### config.mk
export PLATFORM = sky130hd
export DESIGN_NAME = popc64_tmux
export DESIGN_NICKNAME = d
export VERILOG_FILES = /design/src/rtl/popc_pkg.sv /design/src/rtl/popc_rst_sync.sv /design/src/rtl/popc_half_unit.sv /design/src/rtl/popc_accum.sv /design/src/rtl/popc64_tmux.sv
export SDC_FILE = /design/constraint.sdc
export NUM_CORES = 1
export LEC_CHECK = 0
export ABC_AREA = 1
export BUFFER_PORTS_ARGS = -buffer_cell sky130_fd_sc_hd__buf_2
export CORE_MARGIN = 1
export CORE_UTILIZATION = 49
export DETAILED_ROUTE_END_ITERATION = 6
export GPL_TIMING_DRIVEN = 0
export PLACE_DENSITY = 0.72
export SLEW_MARGIN = 5
export SYNTH_ARGS = -nofsm -noshare
export SYNTH_HDL_FRONTEND = slang
export SYNTH_SLANG_ARGS = --single-unit
### constraint.sdc
create_clock -name clk -period 2.1 [get_ports clk]
set_input_delay 0.42 -clock clk [delete_from_list [all_inputs] [get_ports clk]]
set_output_delay 0.42 -clock clk [all_outputs]
set_load 0.1 [all_outputs]
### src/rtl/popc_pkg.sv
package popc_pkg;
  localparam int unsigned POPC_WORD_W = 64;
  localparam int unsigned POPC_SYNC_STAGES = 2;
endpackage

### src/rtl/popc_rst_sync.sv
module popc_rst_sync #(
  parameter int unsigned STAGES = 2
) (
  input  logic clk,
  input  logic rst_async_n,
  output logic rst_sync_n
);
  logic [STAGES-1:0] chain_q;
  logic [STAGES-1:0] chain_d;

  always_comb begin
    chain_d = {chain_q[STAGES-2:0], 1'b1};
  end

  always_ff @(posedge clk or negedge rst_async_n) begin
    if (!rst_async_n) chain_q <= '0;
    else              chain_q <= chain_d;
  end

  assign rst_sync_n = chain_q[STAGES-1];
endmodule

### src/rtl/popc_half_unit.sv
module popc_half_unit #(
  parameter int unsigned IN_W  = 32,
  localparam int unsigned OUT_W = $clog2(IN_W + 1)
) (
  input  logic [IN_W-1:0]  bits_i,
  output logic [OUT_W-1:0] ones_o
);
  always_comb begin
    ones_o = '0;
    for (int k = 0; k < int'(IN_W); k++) begin
      ones_o = ones_o + OUT_W'(bits_i[k]);
    end
  end
endmodule

### src/rtl/popc_accum.sv
module popc_accum #(
  parameter int unsigned WORD_W = 64,
  localparam int unsigned HALF_W = WORD_W / 2,
  localparam int unsigned HCNT_W = $clog2(HALF_W + 1),
  localparam int unsigned CNT_W  = $clog2(WORD_W + 1)
) (
  input  logic              clk,
  input  logic              rst_n,
  input  logic [WORD_W-1:0] word_i,
  output logic [HALF_W-1:0] unit_in_o,
  input  logic [HCNT_W-1:0] unit_cnt_i,
  output logic [CNT_W-1:0]  cnt_o
);
  logic              phase_q, phase_d;
  logic [HCNT_W-1:0] lo_q, lo_d;
  logic [HALF_W-1:0] hi_q, hi_d;
  logic [CNT_W-1:0]  cnt_q, cnt_d;
  logic              cap_en, sum_en;

  // next state
  always_comb begin
    phase_d   = ~phase_q;
    cap_en    = ~phase_q;
    sum_en    = phase_q;
    lo_d      = unit_cnt_i;
    hi_d      = word_i[WORD_W-1:HALF_W];
    cnt_d     = CNT_W'(lo_q) + CNT_W'(unit_cnt_i);
    unit_in_o = phase_q ? hi_q : word_i[HALF_W-1:0];
  end

  // registers
  always_ff @(posedge clk or negedge rst_n) begin
    if (!rst_n) begin
      phase_q <= 1'b0;
      lo_q    <= '0;
      hi_q    <= '0;
      cnt_q   <= '0;
    end else begin
      phase_q <= phase_d;
      if (cap_en) begin
        lo_q <= lo_d;
        hi_q <= hi_d;
      end
      if (sum_en) cnt_q <= cnt_d;
    end
  end

  assign cnt_o = cnt_q;

  AST_PHASE_ALTERNATES: assert property (@(posedge clk) disable iff (!rst_n)
    phase_q |=> !phase_q);
  AST_PHASE_RESUMES: assert property (@(posedge clk) disable iff (!rst_n)
    !phase_q |=> phase_q);
  AST_HOLD_BETWEEN_SUMS: assert property (@(posedge clk) disable iff (!rst_n)
    !phase_q |=> $stable(cnt_o));
  AST_SUM_COVERS_LOW: assert property (@(posedge clk) disable iff (!rst_n)
    phase_q |=> (cnt_o >= CNT_W'($past(lo_q))));
  AST_COUNT_RANGE: assert property (@(posedge clk) disable iff (!rst_n)
    cnt_o <= CNT_W'(WORD_W));
  AST_HALF_RANGE: assert property (@(posedge clk) disable iff (!rst_n)
    unit_cnt_i <= HCNT_W'(HALF_W));
  AST_HIGH_HELD: assert property (@(posedge clk) disable iff (!rst_n)
    phase_q |=> $stable(hi_q));
endmodule

### src/rtl/popc64_tmux.sv
module popc64_tmux
  import popc_pkg::*;
#(
  parameter int unsigned WORD_W = POPC_WORD_W,
  parameter int unsigned SYNC_STAGES = POPC_SYNC_STAGES,
  localparam int unsigned HALF_W = WORD_W / 2,
  localparam int unsigned HCNT_W = $clog2(HALF_W + 1),
  localparam int unsigned CNT_W  = $clog2(WORD_W + 1)
) (
  input  logic              clk,
  input  logic              rst_n,
  input  logic [WORD_W-1:0] word_i,
  output logic [CNT_W-1:0]  cnt_o
);
  logic              rst_core_n;
  logic [HALF_W-1:0] unit_in;
  logic [HCNT_W-1:0] unit_cnt;

  popc_rst_sync #(.STAGES(SYNC_STAGES)) u_rst_sync (
    .clk         (clk),
    .rst_async_n (rst_n),
    .rst_sync_n  (rst_core_n)
  );

  popc_half_unit #(.IN_W(HALF_W)) u_half_unit (
    .bits_i (unit_in),
    .ones_o (unit_cnt)
  );

  popc_accum #(.WORD_W(WORD_W)) u_accum (
    .clk        (clk),
    .rst_n      (rst_core_n),
    .word_i     (word_i),
    .unit_in_o  (unit_in),
    .unit_cnt_i (unit_cnt),
    .cnt_o      (cnt_o)
  );

  AST_RESET_CLEARS: assert property (@(posedge clk)
    !rst_n |-> (cnt_o == '0));
endmodule

=== After elaboration in Yosys (flattened, before gate mapping) ===
Cells that the tools add are included.

* Word-level logic and storage cells: 39
* Input bits: 66
* Flip-flop bits (word level): 48
* Output and inout port bits: 7

* Bitwise operators: 1
* Add/subtract/negate cells: 32
* Multiplexer cells: 1

{| class="wikitable"
|+ Operators by type and width
! cell !! count
|-
| 6-bit by 1-bit adder with 6-bit output || 30
|-
| 32-bit two-way mux || 1
|-
| 6-bit by 6-bit adder with 7-bit output || 1
|-
| 1-bit by 1-bit adder with 2-bit output || 1
|-
| 1-bit NOT || 1
|}

=== Depth between registers and ports, before layout ===
Gate-level depths: netlist (run 1).

* Word-level depth: 33
* Gate-level depth with buffers: 29
* Depth with buffers taken out: 28

=== By module ===
A second synthesis (run 1) with hierarchy kept.

* Cells, all modules: 387
* Area total of the unflattened synthesis: 3071.7 um2

{| class="wikitable"
|+ Modules (own cells, without submodules)
! module !! times used !! seq. area each (um2) !! area an instance (um2) !! cells an instance
|-
| popc_accum || 1 || 1151.1 || 2208.4 || 293
|-
| popc_half_unit || 1 || 0.0 || 809.5 || 91
|-
| popc_rst_sync || 1 || 50.0 || 53.8 || 3
|}

=== Worst setup path before layout (run 1) ===
OpenSTA, ideal clock, no wires.

* Kind: register to register
* Start: reg u_accum.phase_q
* End: reg u_accum.cnt_q[5], in the netlist u_accum.cnt_o[5]
* Arrival time: 6144 ps
* Data required time: 1980 ps
* Setup time: 120 ps
* Stages on the path, launching flop included: 25
* Buffers on the path: 2
* Period minus slack after synthesis: 6263 ps
* Path slack: -4163 ps
* Path through: dfrtp_1 > buf_4 > buf_2 > nand2_1 > nand2_1 > ha_1 > fa_1 > fa_1 > fa_1 > fa_1 > inv_1 > fa_1 > fa_1 > fa_1 > fa_1 > nand3b_1 > nand2_1 > xor2_2 > ha_1 > nand2_1 > inv_1 > nand2_1 > nand4_1 > nand3_1 > nand2_1

* Longest elaborated chain between the ends: 33

{| class="wikitable"
|+ RTL lines
! element !! RTL line !! RTL
|-
| start, declared || popc_accum.sv:14 || <nowiki>logic phase_q, phase_d;</nowiki>
|-
| start signal, assigned || popc_accum.sv:39 || <nowiki>phase_q <= phase_d;</nowiki>
|-
| 32-bit two-way mux (*) || popc_accum.sv:28 || <nowiki>unit_in_o = phase_q ? hi_q : word_i[HALF_W-1:0];</nowiki>
|-
| 1-bit by 1-bit adder with 2-bit output || popc_half_unit.sv:11 || <nowiki>ones_o = ones_o + OUT_W'(bits_i[k]);</nowiki>
|-
| 6-bit by 1-bit adder with 6-bit output (29 in series) || popc_half_unit.sv:11 ||
|-
| 6-bit by 1-bit adder with 6-bit output (*) || popc_half_unit.sv:11 ||
|-
| named net u_accum.unit_cnt_i[4] || popc_accum.sv:11 || <nowiki>input logic [HCNT_W-1:0] unit_cnt_i,</nowiki>
|-
| 6-bit by 6-bit adder with 7-bit output (*) || popc_accum.sv:27 || <nowiki>cnt_d = CNT_W'(lo_q) + CNT_W'(unit_cnt_i);</nowiki>
|-
| end signal, assigned || popc_accum.sv:44 || <nowiki>if (sum_en) cnt_q <= cnt_d;</nowiki>
|-
| end, declared || popc_accum.sv:17 || <nowiki>logic [CNT_W-1:0] cnt_q, cnt_d;</nowiki>
|}

The timed path passes the listed nets; every way through them passes the cells marked *.
A chain may end at the register's enable or synchronous reset.

=== Worst setup path in the final report (run 1) ===
Same ends and word-level chain as after synthesis.

==> run summary, run 1 <==
The flow ran to the end, but the final reports show violations. The checks that failed: setup timing. The initial antenna violation count was 0. For met3 alone, demand over resource in global routing was 4.16%. The count of clock tree sinks was 48.

The overall die width is 81.0 µm, and the number of register bits inferred by synthesis is 48. The deepest clock path buffer count came out at 2. The register area share after synthesis is 39.3%, and the routability-driven placement congestion ratio is 0.777. Clock-pin transition on the worst setup and hold timing paths: 90 ps. The tools report the DRC violation count after routing as 0.

The critical path startpoint category was a flop. The logs give 2 for the count of H-tree levels built during CTS and 13 for the count of final setup violators. The number of global-route vias before repair is 2469.

The tools report the setup skew after layout as 8.66 ps. Hold is met by 250 ps. Final hold violation count: 0. In this run the most used layer during global routing was met2. For the worst-skew pair, the clock arrives at the later sink with an insertion delay of 300 ps. The kind of critical path is reg2reg.

The tools report the startpoint of the most critical setup path as u_accum.phase_q. For met1 alone, demand over resource in global routing was 34.1%. The class of the worst hold path was reg2async.

The number of warning messages in the yosys log came out at 0. 73 I/O pins were placed. The tools report the initial core utilization as 51.3%.

For the pin with the worst max-slew slack, the measured transition is 529 ps. Summing all multi-input logic gate instances after layout gives 1930 µm². After layout, the worst path uses 291% of the clock period.

Of the cells placed in the final design, the portion with a size suffix greater than 1 is 37.8%. The highest net fanout along the worst path was 10. The count of max-cap constraint violations came out at 0. The total area of sequential cells came out at 1200 µm². The mapped netlist covers 3050 µm². For the worst setup path, the data arrival time is 6300 ps. Once layout is done, the placed cells without fillers occupy 4220 µm².

Once detail routing completed, the nets flagged for antenna violations numbered 0. A synthesized cell averages 8.51 µm². In the final routed layout, each cell accounts on average for 13.9 µm. The logs give 164 MHz for the maximum operating frequency and 26 for the maximum number of pins on one net before global-route repair. The run gives -44250 ps as the setup TNS.

Max-slew violation count: 0. The number of vias in the routed layout came out at 2653. The post-layout worst setup margin was -4000 ps; the first-pass iteration count of the detailed router was 4. The run gives 6550 µm² as the die footprint. The HPWL after detailed placement was 5.15 mm. The number of clock buffers added by TritonCTS is 5. Global routing consumed, on the met2 layer, 39.3% of the routing resources. The height of the die is 81.0 µm, and the fraction of the core area covered by cells at the end of the flow is 70.9%. The number of antenna repair diodes was 0; the count of fill cells added during filler insertion was 470.

Post-placement cell area: 3600 µm². The post-detailed-routing wire length is 7.53 mm. The first-pass GRT wire length was 11.8 mm. The tools report the relative slew slack as 64.7%. Synthesis instantiated 22 different standard cells from the library. Startpoint of the most critical register-to-register path: u_accum.phase_q. The tree is rooted in a clkbuf_8.

The area inside the core boundary is 5960 µm², and the post-synthesis net count is 465. At the worst endpoint, the required time is 2300 ps. In the final design database the tool counted 570 nets. After the first detailed-routing iteration, the DRC count stood at 114. The number of standard-cell rows in the floorplan came out at 28. TritonCTS built the clock tree.

The area growth from synthesis to layout is 38.3%. The overflow left after global routing is 0, and the time the worst path needs with I/O delays and setup is 6100 ps. The endpoint type of the worst setup path is a flop. Dividing the detail-routed via count by the number of cells gives 4.91.

Setup repair after global routing could not meet its margin everywhere. The cell count after synthesis was 359; the number of buffers inserted by port buffering was 72. Global routing consumed, over all layers together, 24.7% of the routing resources.
-- sequential cells by signal, indices dropped and copies added (netlist names) --
signal / flops
u_accum.hi_q: 32
u_accum.cnt_o: 7
u_accum.lo_q: 6
u_rst_sync.chain_q: 2
u_accum.phase_q: 1
-- routing by layer --
layer  part of all wire, %  vias up  routed length [µm]
met5                     0        -                   0
met1                    46     1260                3480
met2                    47       82                3570
li1                      -     1297                   -
met3                   4.4       14                 335
met4                   2.0        0                 147
-- kinds of logic after synthesis --
| group | after synthesis | synth area share (%) |
|---|---|---|
| other cells | 1 | 0.123 |
| compound gates | 30 | 6.35 |
| fa+ha+maj | 40 | 22.5 |
| flops | 48 | 39.3 |
| simple gates | 188 | 23.8 |
| buf+inv | 50 | 7.05 |
| xor+xnor | 2 | 0.820 |
-- layout make-up --
type / count / share of cell area (%)
Clock buffer: 7 / 2.28
Multi-Input combinational cell: 261 / 45.6
Inverter: 37 / 3.29
Timing Repair Buffer: 98 / 14.0
Clock inverter: 1 / 0.711
Buffer: 13 / 3.44
Sequential cell: 48 / 28.5
Tap cell: 75 / 2.22
-- per-stage QoR --
step,worst slack (ps),std cells
floorplan,-3640,359
global placement,-3950,506
detailed placement,-4020,507
CTS,-3930,531
global route,-4180,540
finish,-4000,540
-- worst paths after layout --
check	end	slack (ps)	depth (start not counted)
min in group clk	u_accum.hi_q[26]	300	3
max in group asynchronous	u_accum.lo_q[3]	1340	1
worst max-delay path	u_accum.cnt_o[5]	-4000	26
worst min register to register	u_accum.hi_q[15]	250	0
worst min-delay path	u_accum.hi_q[15]	250	0
worst max register to register	u_accum.cnt_o[5]	-4000	26
-- worst max-delay path, stage by stage, from the launching register on --
cell and delay, ps:
dfrtp_1 420, inv_2 80, buf_4 180, nand2_1 100, nand2_2 70, fa_1 500
inv_1 50, fa_1 500, fa_1 530, inv_2 50, fa_1 520, inv_1 50
fa_1 500, fa_1 430, fa_2 380, fa_2 390, buf_6 130, buf_6 110
xnor2_4 140, ha_4 330, nand2_1 70, nor2_1 120, nand2_1 100, nand3_1 80
nand2_1 50, nand3_1 60, nand2_1 50
-- cells in the mapped netlist (all sizes together) --
library cell,n,area share (%)
o211ai,1,0.41
nand2,175,22
fa,25,16
a21boi,13,3.2
xnor2,1,0.29
nor2,3,0.37
xor2,1,0.53
nand3,5,0.82
buf,12,2.4
or2,1,0.20
nand3b,2,0.49
nand4,2,0.41
clkbuf,1,0.12
conb,1,0.12
a21oi,7,1.1
ha,15,6.1
dfrtp,48,39
inv,37,4.5
o21ai,9,1.6
-- layout by cell type, fill, tap and decap left out, drive strengths merged --
master	count
a21boi	13
a21oi	7
buf	109
bufinv	1
clkbuf	8
conb	1
dfrtp	48
dlygate4sd3	1
fa	25
ha	15
inv	37
nand2	175
nand3	5
nand3b	2
nand4	2
nor2	3
o211ai	1
o21ai	9
or2	1
xnor2	1
xor2	1
-- repair_timing --
item                                    in CTS  in global routing
gates cloned                                 1                  0
gates resized for setup                     36                 42
pin swaps                                   15                 17
endpoints found under the hold margin        2                  0
hold buffers                                 1                  0
endpoints found under the setup margin      13                 13
setup buffers                               14                 10
Power of run 1 is not shown: default switching activity piles up to over one toggle a cycle in this logic, so the estimate is an artifact.
==> run 2, diff against run 1 <==
--- a/config.mk
+++ b/config.mk
@@ -16,3 +16,4 @@
 export SYNTH_ARGS = -nofsm -noshare
 export SYNTH_HDL_FRONTEND = slang
 export SYNTH_SLANG_ARGS = --single-unit
+export TNS_END_PERCENT = 10
==> run 2 against run 1 <==
Net effect: the run still ends with setup timing left; register-to-register slack worse by 130 ps; sequential share of layout area grew 1.9 points; maximum frequency shrank 2.1%; final cell count down 1.1%; core utilization shrank 4.4 points; first-iteration DRC count is 63% higher; clock skew is 7.1 ps higher; global-route usage is 0.57 points lower; wire length is 3.9% lower; setup slack lost 130 ps; non-clock buffer count decreased by 6.
==> run summary, run 2 (synthesis results as in run 1) <==
The area inside the core boundary was 5960 µm² (unchanged). The overall die width is 81.0 µm (unchanged), and the slew at the pin closest to its max-slew limit is 564 ps (was 529 ps). For the post-layout worst setup margin, the log shows -4130 ps (was -4000 ps). The clock-pin transition on the worst setup and hold timing paths works out to 100 ps (was 90 ps).

The endpoint type of the worst setup path is a flop (unchanged). The run gives 564 (was 570) as the number of nets at the end of the flow. Die footprint: 6550 µm² (unchanged).

Post-detailed-routing wire length: 7.23 mm (was 7.53 mm). The maximum number of pins on one net before global-route repair was 34 (was 26). The tools report the critical path startpoint category as a flop (unchanged). DRC violation count after routing: 0 (unchanged). The I/O pin count is 73 (unchanged), and the number of buffers added by the clock tree synthesis step is 5 (unchanged). For the setup skew after layout, the log shows 15.8 ps (was 8.66 ps). The largest register by flop count is u_accum.hi_q (unchanged).

The count of final setup violators was 13 (unchanged); the fraction of layout cells with a size suffix above 1 was 30.1% (was 37.8%). The first-pass iteration count of the detailed router is 4 (unchanged), and the number of vias in the routed layout is 2641 (was 2653). Setup repair after global routing could not meet its margin everywhere.

Max-slew violation count: 0 (unchanged). The kind of critical path was reg2reg (unchanged). The tools report the master cell of the clock root buffer as clkbuf_8 (unchanged). Biggest registers after layout: u_accum.hi_q x32, u_accum.cnt_o x7, u_accum.lo_q x6 (unchanged).

The number of global-route vias before repair came out at 2447 (was 2469). The number of antenna repair diodes was 0 (unchanged); the overflow left after global routing was 0 (unchanged). The cell repeated most along the worst path was fa_1 (unchanged).

The logs give 5.20 mm (was 5.15 mm) for the HPWL after detailed placement and 11.6 mm (was 11.8 mm) for the first-pass GRT wire length. The count of max-cap constraint violations was 0 (unchanged). The run gives 0 (unchanged) as the final hold violation count.

The number of buffers inserted by port buffering is 72 (unchanged). The count of H-tree levels built during CTS is 2 (unchanged). Share of the clock period used by the worst path: 297% (was 291%). The deepest clock path buffer count came out at 2 (unchanged).

The mean number of vias per cell came out at 4.95 (was 4.91). For the remaining antenna violation count after routing, the log shows 0 (unchanged). The tools report the relative slew slack as 62.4% (was 64.7%).

The run gives 6440 ps (was 6300 ps) as the data arrival time of the critical path. The number of standard-cell rows in the floorplan was 28 (unchanged). For the count of clock tree sinks, the log shows 48 (unchanged).

Highest net fanout along the worst path: 8 (was 10). The flow ran to the end, but the final reports show violations. The most common cell after layout, fill and taps aside was nand2_1 (unchanged). Initial antenna violation count: 0 (unchanged).

The clock latency on the worst-skew pair is 320 ps (was 300 ps). For the initial core utilization, the log shows 51.3% (unchanged). Area overhead of the layout relative to synthesis: 29.6% (was 38.3%).

The delay contributed by the slowest stage of the critical path is 540 ps (was 530 ps). The number of flip-flops in the largest register works out to 32 (unchanged). The routability-driven placement congestion ratio is 0.791 (was 0.777), and the global router's overall resource usage is 24.1% (was 24.7%).

Highest-count cells in the layout ignoring fill and taps: nand2_1, buf_2, dfrtp_1 (unchanged). The routed wire length per instance is 13.5 µm (was 13.9 µm), and the worst setup slack after placement is -4080 ps (was -4020 ps). The fraction of the core area covered by cells at the end of the flow was 66.5% (was 70.9%). Class of the worst hold path: reg2async (unchanged). The starting DRC count in detailed routing came out at 186 (was 114). The critical path's slowest cell is fa_1 (unchanged). The required time of the critical path is 2300 ps (about the same). Time the worst path needs with I/O delays and setup: 6230 ps (was 6100 ps). TritonCTS built the clock tree. The height of the die works out to 81.0 µm (unchanged).

Failing checks: setup timing (unchanged). The maximum operating frequency was 160 MHz (was 164 MHz).
==> run 2: worst max-delay path, delay by kind of cell, from the launching register on <==
family / cells / cell delay (ps)
and+or+nand+nor: 11 / 910
adders and majority gates: 10 / 4380
xor gates and xnor gates: 1 / 90
DFF: 1 / 410
buffers and inverters: 3 / 330
==> run 2: worst paths after layout <==
path / start / to / slack [ps] / depth (start not counted)
hold reg to reg: u_rst_sync.chain_q[1] / u_accum.cnt_o[6] / 160 / 0
setup reg to reg: u_accum.phase_q / u_accum.cnt_o[5] / -4130 / 25
hold / removal: u_rst_sync.chain_q[1] / u_accum.cnt_o[6] / 160 / 0
setup / recovery: u_accum.phase_q / u_accum.cnt_o[5] / -4130 / 25
min in group clk: word_i[58] / u_accum.hi_q[26] / 290 / 3
max in group asynchronous: u_rst_sync.chain_q[1] / u_accum.lo_q[3] / 1430 / 1
==> run 2: what timing repair did <==
item | CTS | global route
setup endpoints to repair | 13 | 13
pin swaps | 1 | 17
buffers inserted | 0 | 17
hold buffers | 1 | 0
gates cloned | 0 | 1
endpoints found under the hold margin | 2 | 0
resized for setup | 4 | 30
==> run 2: through the flow <==
stage | hold WS (ps) | TNS (ps) | instance area (µm²) | std cells
detailed placement | 182 | -44830 | 3570 | 507
global placement | 205 | -43260 | 3550 | 506
CTS | 177 | -44900 | 3700 | 516
finish | 162 | -45660 | 3960 | 534
floorplan | 124 | -40480 | 3100 | 359
global route | 198 | -48210 | 3960 | 534
==> run 2: layout make-up <==
class	instances	area (µm²)
Fill cell	485	2000
Multi-Input combinational cell	261	1750
Sequential cell	48	1200
Timing Repair Buffer	92	543
Inverter	37	139
Buffer	13	138
Tap cell	75	93.8
Clock buffer	6	82.6
Clock inverter	2	15.0
==> run 2: metal layers <==
metal	part of all wire (%)	vias to the layer above	track usage, %
met5	0	-	0
met4	1.9	0	6.43
met3	4.7	12	4.61
met2	47	82	37.5
met1	46	1251	34.7
li1	-	1296	-
Power of run 2 is left out for the same reason.
